<file path="src/rtl/ptw_pkg.sv">
package ptw_pkg;

   typedef enum logic [2:0] {
      WS_IDLE,
      WS_RD1,
      WS_WT1,
      WS_RD2,
      WS_WT2,
      WS_DONE,
      WS_FAULT
   } walk_state_t;

   // entry bit positions
   localparam int unsigned PTE_PRESENT_BIT = 0;
   localparam int unsigned PTE_READ_BIT    = 1;
   localparam int unsigned PTE_WRITE_BIT   = 2;
   localparam int unsigned PTE_DIRTY_BIT   = 3;

   typedef struct packed {
      logic dirty;
      logic writable;
      logic readable;
   } perm_t;

endpackage

</file>
<file path="src/rtl/ptw_addr_gen.sv">
module ptw_addr_gen #(
   parameter int unsigned PA_W      = 32,
   parameter int unsigned OFS_W     = 12,
   parameter int unsigned IDX_W     = 10,
   parameter int unsigned PTE_BYTES = 4,
   localparam int unsigned PG_W     = PA_W - OFS_W
) (
   input  logic [PG_W-1:0]  base_page,
   input  logic [IDX_W-1:0] index,
   output logic [PA_W-1:0]  entry_addr
);

   logic [PA_W-1:0] base_addr;
   logic [PA_W-1:0] offset;

   assign base_addr = {base_page, {OFS_W{1'b0}}};

   generate
      if ((PTE_BYTES & (PTE_BYTES - 1)) == 0) begin : g_shift
         localparam int unsigned SH = $clog2(PTE_BYTES);
         assign offset = PA_W'(index) << SH;
      end else begin : g_mul
         assign offset = PA_W'(index) * PA_W'(PTE_BYTES);
      end
   endgenerate

   assign entry_addr = base_addr + offset;

endmodule

</file>
<file path="src/rtl/ptw_pte_field.sv">
module ptw_pte_field
   import ptw_pkg::*;
#(
   parameter int unsigned PTE_W = 32,
   parameter int unsigned OFS_W = 12,
   localparam int unsigned PG_W = PTE_W - OFS_W
) (
   input  logic [PTE_W-1:0] entry,
   output logic             present,
   output perm_t            perm,
   output logic [PG_W-1:0]  page
);

   initial begin
      assert (OFS_W > PTE_DIRTY_BIT)
         else $error("ptw_pte_field: flag bits overlap page number");
   end

   assign present       = entry[PTE_PRESENT_BIT];
   assign perm.readable = entry[PTE_READ_BIT];
   assign perm.writable = entry[PTE_WRITE_BIT];
   assign perm.dirty    = entry[PTE_DIRTY_BIT];
   assign page          = entry[PTE_W-1:OFS_W];

endmodule

</file>
<file path="src/rtl/ptw_fsm.sv">
module ptw_fsm
   import ptw_pkg::*;
(
   input  logic        clk,
   input  logic        rst_n,
   input  logic        miss_valid,
   input  logic        rsp_valid,
   input  logic        rsp_present,
   output walk_state_t state,
   output logic        accept,
   output logic        take_l1,
   output logic        take_l2
);

   walk_state_t state_nx;

   assign accept  = (state == WS_IDLE) && miss_valid;
   assign take_l1 = (state == WS_WT1) && rsp_valid;
   assign take_l2 = (state == WS_WT2) && rsp_valid;

   always_comb begin
      state_nx = state;
      unique case (state)
         WS_IDLE:  if (miss_valid) state_nx = WS_RD1;
         WS_RD1:   state_nx = WS_WT1;
         WS_WT1:   if (rsp_valid) state_nx = rsp_present ? WS_RD2 : WS_FAULT;
         WS_RD2:   state_nx = WS_WT2;
         WS_WT2:   if (rsp_valid) state_nx = rsp_present ? WS_DONE : WS_FAULT;
         WS_DONE:  state_nx = WS_IDLE;
         WS_FAULT: state_nx = WS_IDLE;
         default:  state_nx = WS_IDLE;
      endcase
   end

   always_ff @(posedge clk) begin
      if (!rst_n) state <= WS_IDLE;
      else        state <= state_nx;
   end

   // after a first-level fault no second-level state is entered
   assert_no_l2_after_fault_R9: assert property (@(posedge clk) disable iff (!rst_n)
      (take_l1 && !rsp_present) |=> (state == WS_FAULT));

   // a response outside a wait state leaves the state sequence alone
   assert_stray_rsp_R6: assert property (@(posedge clk) disable iff (!rst_n)
      (rsp_valid && state == WS_IDLE && !miss_valid) |=> (state == WS_IDLE));

endmodule

</file>
<file path="src/rtl/pt_walk_engine.sv">
module pt_walk_engine
   import ptw_pkg::*;
#(
   parameter int unsigned VA_W      = 32,
   parameter int unsigned PA_W      = 32,
   parameter int unsigned OFS_W     = 12,
   parameter int unsigned IDX_W     = 10,
   parameter int unsigned PTE_BYTES = 4,
   localparam int unsigned PTE_W    = 8 * PTE_BYTES,
   localparam int unsigned VPN_W    = VA_W - OFS_W,
   localparam int unsigned PG_W     = PA_W - OFS_W,
   localparam int unsigned LEVELS   = 2
) (
   input  logic             clk,
   input  logic             rst_n,
   input  logic             miss_valid,
   input  logic [VA_W-1:0]  miss_vaddr,
   input  logic [PA_W-1:0]  root_base,
   output logic             miss_ready,
   output logic             mem_req_valid,
   output logic [PA_W-1:0]  mem_req_addr,
   input  logic             mem_rsp_valid,
   input  logic [PTE_W-1:0] mem_rsp_data,
   output logic             fill_valid,
   output logic [VPN_W-1:0] fill_tag,
   output logic [PG_W-1:0]  fill_ppn,
   output logic [2:0]       fill_perm,
   output logic             fault_valid
);

   initial begin
      assert (VA_W == LEVELS * IDX_W + OFS_W)
         else $error("pt_walk_engine: address split does not cover VA_W");
      assert (PTE_W == PA_W)
         else $error("pt_walk_engine: entry width must equal PA_W");
      assert (IDX_W + $clog2(PTE_BYTES) <= OFS_W)
         else $error("pt_walk_engine: a table must fit in one page");
   end

   walk_state_t     state;
   logic            accept, take_l1, take_l2;
   logic            rsp_present;
   perm_t           rsp_perm;
   logic [PG_W-1:0] rsp_page;

   logic [VPN_W-1:0] vpn_q;
   logic [PG_W-1:0]  root_pg_q;
   logic [PG_W-1:0]  l2_pg_q;
   logic [PG_W-1:0]  leaf_pg_q;
   perm_t            leaf_perm_q;

   ptw_fsm u_fsm (
      .clk         (clk),
      .rst_n       (rst_n),
      .miss_valid  (miss_valid),
      .rsp_valid   (mem_rsp_valid),
      .rsp_present (rsp_present),
      .state       (state),
      .accept      (accept),
      .take_l1     (take_l1),
      .take_l2     (take_l2)
   );

   ptw_pte_field #(.PTE_W(PTE_W), .OFS_W(OFS_W)) u_rsp_dec (
      .entry   (mem_rsp_data),
      .present (rsp_present),
      .perm    (rsp_perm),
      .page    (rsp_page)
   );

   // captured request and walk state
   always_ff @(posedge clk) begin
      if (!rst_n) begin
         vpn_q       <= '0;
         root_pg_q   <= '0;
         l2_pg_q     <= '0;
         leaf_pg_q   <= '0;
         leaf_perm_q <= '0;
      end else begin
         if (accept) begin
            vpn_q     <= miss_vaddr[VA_W-1:OFS_W];
            root_pg_q <= root_base[PA_W-1:OFS_W];
         end
         if (take_l1 && rsp_present) l2_pg_q <= rsp_page;
         if (take_l2) begin
            leaf_pg_q   <= rsp_page;
            leaf_perm_q <= rsp_perm;
         end
      end
   end

   // one address generator per level
   logic [PA_W-1:0] lvl_addr [LEVELS];

   generate
      for (genvar lv = 0; lv < LEVELS; lv++) begin : g_level
         localparam int unsigned HI = VPN_W - 1 - lv * IDX_W;
         logic [PG_W-1:0] base_pg;
         if (lv == 0) begin : g_root
            assign base_pg = root_pg_q;
         end else begin : g_inner
            assign base_pg = l2_pg_q;
         end
         ptw_addr_gen #(
            .PA_W(PA_W), .OFS_W(OFS_W), .IDX_W(IDX_W), .PTE_BYTES(PTE_BYTES)
         ) u_gen (
            .base_page  (base_pg),
            .index      (vpn_q[HI -: IDX_W]),
            .entry_addr (lvl_addr[lv])
         );
      end
   endgenerate

   assign miss_ready    = (state == WS_IDLE);
   assign mem_req_valid = (state == WS_RD1) || (state == WS_RD2);
   assign mem_req_addr  = (state == WS_RD2) ? lvl_addr[1] : lvl_addr[0];
   assign fill_valid    = (state == WS_DONE);
   assign fault_valid   = (state == WS_FAULT);
   assign fill_tag      = vpn_q;
   assign fill_ppn      = leaf_pg_q;
   assign fill_perm     = {leaf_perm_q.dirty, leaf_perm_q.writable, leaf_perm_q.readable};

   // request is a single-cycle pulse
   assert_req_pulse_R5: assert property (@(posedge clk) disable iff (!rst_n)
      mem_req_valid |=> !mem_req_valid);

   // an accepted miss issues a read on the next cycle
   assert_accept_issue_R2: assert property (@(posedge clk) disable iff (!rst_n)
      (miss_ready && miss_valid) |=> (mem_req_valid && !miss_ready));

   // no request while the walker reports idle
   assert_busy_when_req_R2: assert property (@(posedge clk) disable iff (!rst_n)
      mem_req_valid |-> !miss_ready);

   // refill and fault never coincide
   assert_fill_fault_excl_R8: assert property (@(posedge clk) disable iff (!rst_n)
      !(fill_valid && fault_valid));

   // single-cycle result pulses, then idle
   assert_fill_pulse_R11: assert property (@(posedge clk) disable iff (!rst_n)
      fill_valid |=> (!fill_valid && miss_ready));
   assert_fault_pulse_R11: assert property (@(posedge clk) disable iff (!rst_n)
      fault_valid |=> (!fault_valid && miss_ready));

   // a fault follows a response with the resident bit clear
   assert_fault_cause_R10: assert property (@(posedge clk) disable iff (!rst_n)
      fault_valid |-> ($past(mem_rsp_valid) && !$past(mem_rsp_data[PTE_PRESENT_BIT])));

   // a refill follows a resident leaf response
   assert_fill_cause_R7: assert property (@(posedge clk) disable iff (!rst_n)
      fill_valid |-> ($past(mem_rsp_valid) && $past(mem_rsp_data[PTE_PRESENT_BIT])));

endmodule

</file>
<file path="config.mk">
export PLATFORM = sky130hd
export DESIGN_NAME = pt_walk_engine
export DESIGN_NICKNAME = d
export VERILOG_FILES = /design/src/rtl/ptw_pkg.sv /design/src/rtl/ptw_addr_gen.sv /design/src/rtl/ptw_pte_field.sv /design/src/rtl/ptw_fsm.sv /design/src/rtl/pt_walk_engine.sv
export SDC_FILE = /design/constraint.sdc
export NUM_CORES = 1
export LEC_CHECK = 0
export BUFFER_PORTS_ARGS = -buffer_cell sky130_fd_sc_hd__buf_2
export CAP_MARGIN = 20
export CORE_AREA = 8 8 101 103
export CTS_CLUSTER_SIZE = 24
export DETAILED_ROUTE_END_ITERATION = 10
export DIE_AREA = 0 0 109 111
export PLACE_DENSITY = 0.76
export SYNTH_ARGS = -nofsm -noshare
export SYNTH_HDL_FRONTEND = slang
export SYNTH_SLANG_ARGS = --single-unit
</file>
<file path="constraint.sdc">
create_clock -name clk -period 1.45 [get_ports clk]
set_input_delay 0.0725 -clock clk [delete_from_list [all_inputs] [get_ports clk]]
set_output_delay 0.0725 -clock clk [all_outputs]
set_load 0.01 [all_outputs]
</file>
[After elaboration in Yosys (flattened, before gate mapping)]
Cells that the tools add are included.
Cells by class
  order comparisons: 0
  add/subtract/negate cells: 2
  muxes and demuxes: 7
  bitwise operators: 0
  multipliers: 0
  shift-type cells: 0
  reductions and logical operators: 7
  equality and inequality tests: 9
  divide/modulo/power cells: 0
Operator list (number)
  adder 32 x 12 -> 32 bit: 2
  2-to-1 mux 32 bit: 1
  case mux 3 bit (5 select lines): 1
  2-to-1 mux 3 bit: 4
  equality test 3 bit, second input constant: 3
  equality test 3 x 2 -> 1 bit, second input constant: 2
  != test 2 bit, second input constant: 3
  logical AND 1 bit: 4
  equality test 3 x 1 -> 1 bit, second input constant: 1
  zero test 3 bit: 1
  AND reduction 3 bit: 1
  2-to-1 mux 2 bit: 1
  logical OR 1 bit: 1
Storage, ports and cells
  bits of input ports: 100
  memory bits (writable): 0
  latch bits: 0
  word-level logic and storage cells: 33
  register bits: 86
  output and inout bits: 79
  memories: 0
  bits in read-only memories: 0

[Longest topological paths before layout]
  depth after elaboration: 3
  gate-level depth with buffers: 5
  gate-level depth less buffers: 3

[Hierarchy]
A second synthesis with hierarchy kept.
Second synthesis, totals
  cell total of the unflattened synthesis: 451
  area, all modules: 4489.3 µm²
By module, submodules not included
  pt_walk_engine: times used 1, cells each 336, area each 3595.9 µm², seq. area each 1661.6 µm²
  ptw_addr_gen: times used 2, cells each 33, area each 244.0 µm², seq. area each 0.0 µm²
  ptw_fsm: times used 1, cells each 25, area each 225.2 µm², seq. area each 60.1 µm²
  ptw_pte_field: times used 1, cells each 24, area each 180.2 µm², seq. area each 0.0 µm²

[Worst setup path after synthesis]
OpenSTA, ideal clock, no wires.
  path type: register to output
  from: register u_fsm.state[2]
  to: output port mem_req_addr[10]
  path buffers: 2
  cell stages (with the launch flop): 6
  setup slack: 127 ps
  required time: 1378 ps
  arrival time: 1250 ps
  cell sequence: dfxtp_1 buf_2 nor2b_2 nand2_1 buf_2 mux2_2
Between the ends
  longest elaborated chain between the ends: 2
Ends and longest elaborated chain
  start: declaration: RTL line ptw_fsm.sv:9  | output walk_state_t state,
  start signal: assignment: RTL line ptw_fsm.sv:37  | else state <= state_nx;
  equality test 3 x 2 -> 1 bit: RTL line pt_walk_engine.sv:116  | assign mem_req_addr = (state == WS_RD2) ? lvl_addr[1] : lvl_addr[0];
  2-to-1 mux 32 bit: RTL line pt_walk_engine.sv:116
  end: declaration: RTL line pt_walk_engine.sv:21  | output logic [PA_W-1:0] mem_req_addr,
Every way passes these cells.

[Final worst setup path]
  from: register u_fsm.state[0]
  to: output port mem_req_addr[14]
Same word-level chain as after synthesis.

==> results.sh <==
export IMPL_via_count=3660
export IMPL_crit_family="multiplexers"
export IMPL_cp_slowest_stage_delay_ns=0.34
export IMPL_wl_mm=11.98
export IMPL_ys_flop_type="dfxtp_1"
export IMPL_cts_buffers=9
export IMPL_crit_type="reg2out"
export IMPL_synth_edf_count=0
export IMPL_arrival_ns=1.56
export IMPL_power_leakage_uw=0.002639
export IMPL_status="complete, but fails checks"
export IMPL_grt_usage_pct=18.53
export IMPL_final_hold_violation_count=0
export IMPL_finalMaxSlewViolations=0
export IMPL_viasPerCell=4.880
export IMPL_grt_pass1_vias=3698
export IMPL_clock_root_buffer="clkbuf_8"
export IMPL_wl_per_cell_um=15.97
export IMPL_portBuffers=144
export IMPL_n_fill_cell=641
export IMPL_reg2reg_depth=6
export IMPL_die_h_um=111
export IMPL_final_cell_area_um2=5918
export IMPL_syn2layout_area_growth_pct=57.98
export IMPL_hold_start="mem_rsp_data[0]"
export IMPL_hold_path_class="in2reg"
export IMPL_die_w_um=109
export IMPL_initial_core_util_pct=43.81
export IMPL_vdd_drop_max_v=0.0005268
export IMPL_setup_tns_ns=-12.22
export IMPL_critPathMaxFanout=11
export IMPL_drc=0
export IMPL_pin_count=179
export IMPL_syn_cell_area_um2=3746
export IMPL_num_nets_final=736
export IMPL_drt_iter0_markers=138
export IMPL_setup_viol=94
export IMPL_grt_max_degree=51
export IMPL_final_antenna_net_count=0
export IMPL_drt_first_pass_iters=4
export IMPL_yosysSeqAreaShare_pct=45.96
export IMPL_die_area_um2=12100
export IMPL_path_buf_inv=2
export IMPL_clk_pin_slew_ns=0.08
export IMPL_r2r_end="g_level[0].base_pg[12]$_SDFFE_PN0P_"
export IMPL_start_kind="flip-flop"
export IMPL_gp_routability_congestion=0.7641
export IMPL_power_density_nw_per_um2=1159
export IMPL_setup_ws_ns=-0.1782
export IMPL_reg2reg_from="u_fsm.state[0]$_SDFFE_PN0P_"
export IMPL_ys_ff_latch=86
export IMPL_yosysWarnings=0
export IMPL_max_freq_mhz=614.2
export IMPL_antenna_found_initial=1
export IMPL_rsz0062_at_grt="true"
export IMPL_min_period_ns=1.628
export IMPL_synth_top_area_share_pct=45.96
export IMPL_async_reset_ff_share_pct=0
export IMPL_synth_commonest_cells="167 x nand2_1, 86 x dfxtp_1, 60 x a21boi_1, 31 x mux2_2, 20 x mux2i_1"
export IMPL_place_area_um2=4594
export IMPL_worst_skew_pair_late_latency_ns=0.35
export IMPL_clock_skew_ns=0.006016
export IMPL_grt_pass1_wl_mm=17.93
export IMPL_cts_max_path_buffers=2
export IMPL_synth_cell_types=30
export IMPL_total_power_uw=6857
export IMPL_synth_area_leader_cell="dfxtp_1"
export IMPL_synthCells=426
export IMPL_drive_above_1_share_pct=37.29
export IMPL_synth_area_leaders="dfxtp_1 46%, nand2_1 17%, a21boi_1 12%, mux2_2 9.3%, mux2i_1 5.3%"
export IMPL_cts_sinks=86
export IMPL_violations="setup timing"
export IMPL_hold_depth=3
export IMPL_cp_slowest_cell="mux2_2"
export IMPL_critPathCaptureType="output port"
export IMPL_timing_critical_path_cells="nor2b_4 -> nand2_4 -> buf_12 -> mux2_2 -> buf_2"
export IMPL_cts_tree="yes"
export IMPL_fp_coreArea_um2=8551
export IMPL_htreeDepth=3
export IMPL_min_to="u_fsm.state[0]$_SDFFE_PN0P_"
export IMPL_cap_violations=0
export IMPL_syn_avg_cell_area_um2=8.794
export IMPL_required_ns=1.38
export IMPL_rrSetupSlack_ns=-0.17
export IMPL_grt_overflow=0
export IMPL_period_share_pct=112.3
export IMPL_rows=34
export IMPL_dpl_hpwl_mm=7.591
export IMPL_synth_most_common_cell="nand2_1"
[stage by stage]
step / instances / utilization (%) / worst slack (ns) / hold WS [ns]
final: 750 / 69.21 / -0.1782 / 0.04931
after global routing: 750 / 69.21 / -0.2322 / 0.04851
after CTS: 743 / 66.58 / -0.2067 / 0.02656
after detailed placement: 662 / 53.73 / 0.05620 / 0.3174
after global placement: 662 / 53.73 / 0.08794 / 0.3128
after floorplan: 427 / - / 0.1273 / 0.2073
[layout by cell type (no fill, tap or decap), types with 2 or more instances in the layout]
cell,netlist,routed
buf_6,4,34
a21boi_2,0,3
nand2_1,167,158
nand2_2,0,6
dfxtp_2,0,3
mux2i_1,20,20
nor3_1,3,2
clkbuf_8,0,13
conb_1,1,2
inv_1,2,2
mux2_4,0,8
nand3_1,2,2
clkbuf_16,0,2
a21boi_1,60,60
dlygate4sd3_1,0,63
buf_2,14,118
buf_8,0,4
buf_4,6,7
mux2_2,31,23
nand2_4,0,3
dfxtp_1,86,83
buf_12,0,4
[state kept, by name (all words and copies together) (netlist names)]
register / flops
fill_perm: 3
fill_ppn: 20
fill_tag: 20
g_level.base_pg: 40
u_fsm.state: 3
[worst register-to-register path, delay by kind of cell, from the launching register on]
kind                   cells  cell delay [ns]
AND/OR/NAND/NOR            2             0.66
AO/OA/AOI/OAI              1             0.07
flip-flops                 1             0.33
buffers and inverters      3             0.45
[what timing repair did]
item,CTS,global route
buffers inserted,1,3
pin swaps,1,13
endpoints found under the setup margin,30,118
resized for setup,44,41
hold endpoints to repair,82,0
hold buffers,63,0
cloned,1,3
[cell type report]
class / count / area (µm²) / area share, %
Multi-Input combinational cell: 304 / 1953 / 33.00
Timing Repair Buffer: 233 / 1874 / 31.67
Sequential cell: 86 / 1725 / 29.15
Clock buffer: 14 / 182.7 / 3.087
Tap cell: 108 / 135.1 / 2.283
Clock inverter: 2 / 37.54 / 0.6342
Inverter: 2 / 7.507 / 0.1268
Antenna cell: 1 / 2.502 / 0.04228
[metal layers]
layer	part of all wire [%]	vias up	global-route usage (%)
li1	-	1815	-
met1	38	1699	18.88
met2	51	120	32.46
met3	8.2	26	7.035
met4	3.1	0	8.037
met5	0	-	0
[cells by family after synthesis]
group / synth area share (%)
flip-flops: 45.96
other: 0.1001
AO/OA/AOI/OAI: 13.49
multiplexers: 14.66
buffers and inverters: 5.578
AND/OR/NAND/NOR: 19.97
XOR/XNOR: 0.2338
[worst max-delay path by stage]
stage,startpoint,to,cells past startpoint
after floorplan,u_fsm.state[2]$_SDFFE_PN0P_,mem_req_addr[10],5
after global placement,u_fsm.state[2]$_SDFFE_PN0P_,g_level[0].base_pg[5]$_SDFFE_PN0P_,4
after detailed placement,u_fsm.state[2]$_SDFFE_PN0P_,g_level[0].base_pg[12]$_SDFFE_PN0P_,5
after CTS,u_fsm.state[0]$_SDFFE_PN0P_,mem_req_addr[2],5
final,u_fsm.state[0]$_SDFFE_PN0P_,mem_req_addr[14],5
after global routing,u_fsm.state[0]$_SDFFE_PN0P_,mem_req_addr[14],5
[where the power goes]
part | switching (µW) | internal (µW)
sequential | 149 | 2600
clock | 830 | 987
combinational | 1090 | 1200
Power figures use the tool's default switching activity.
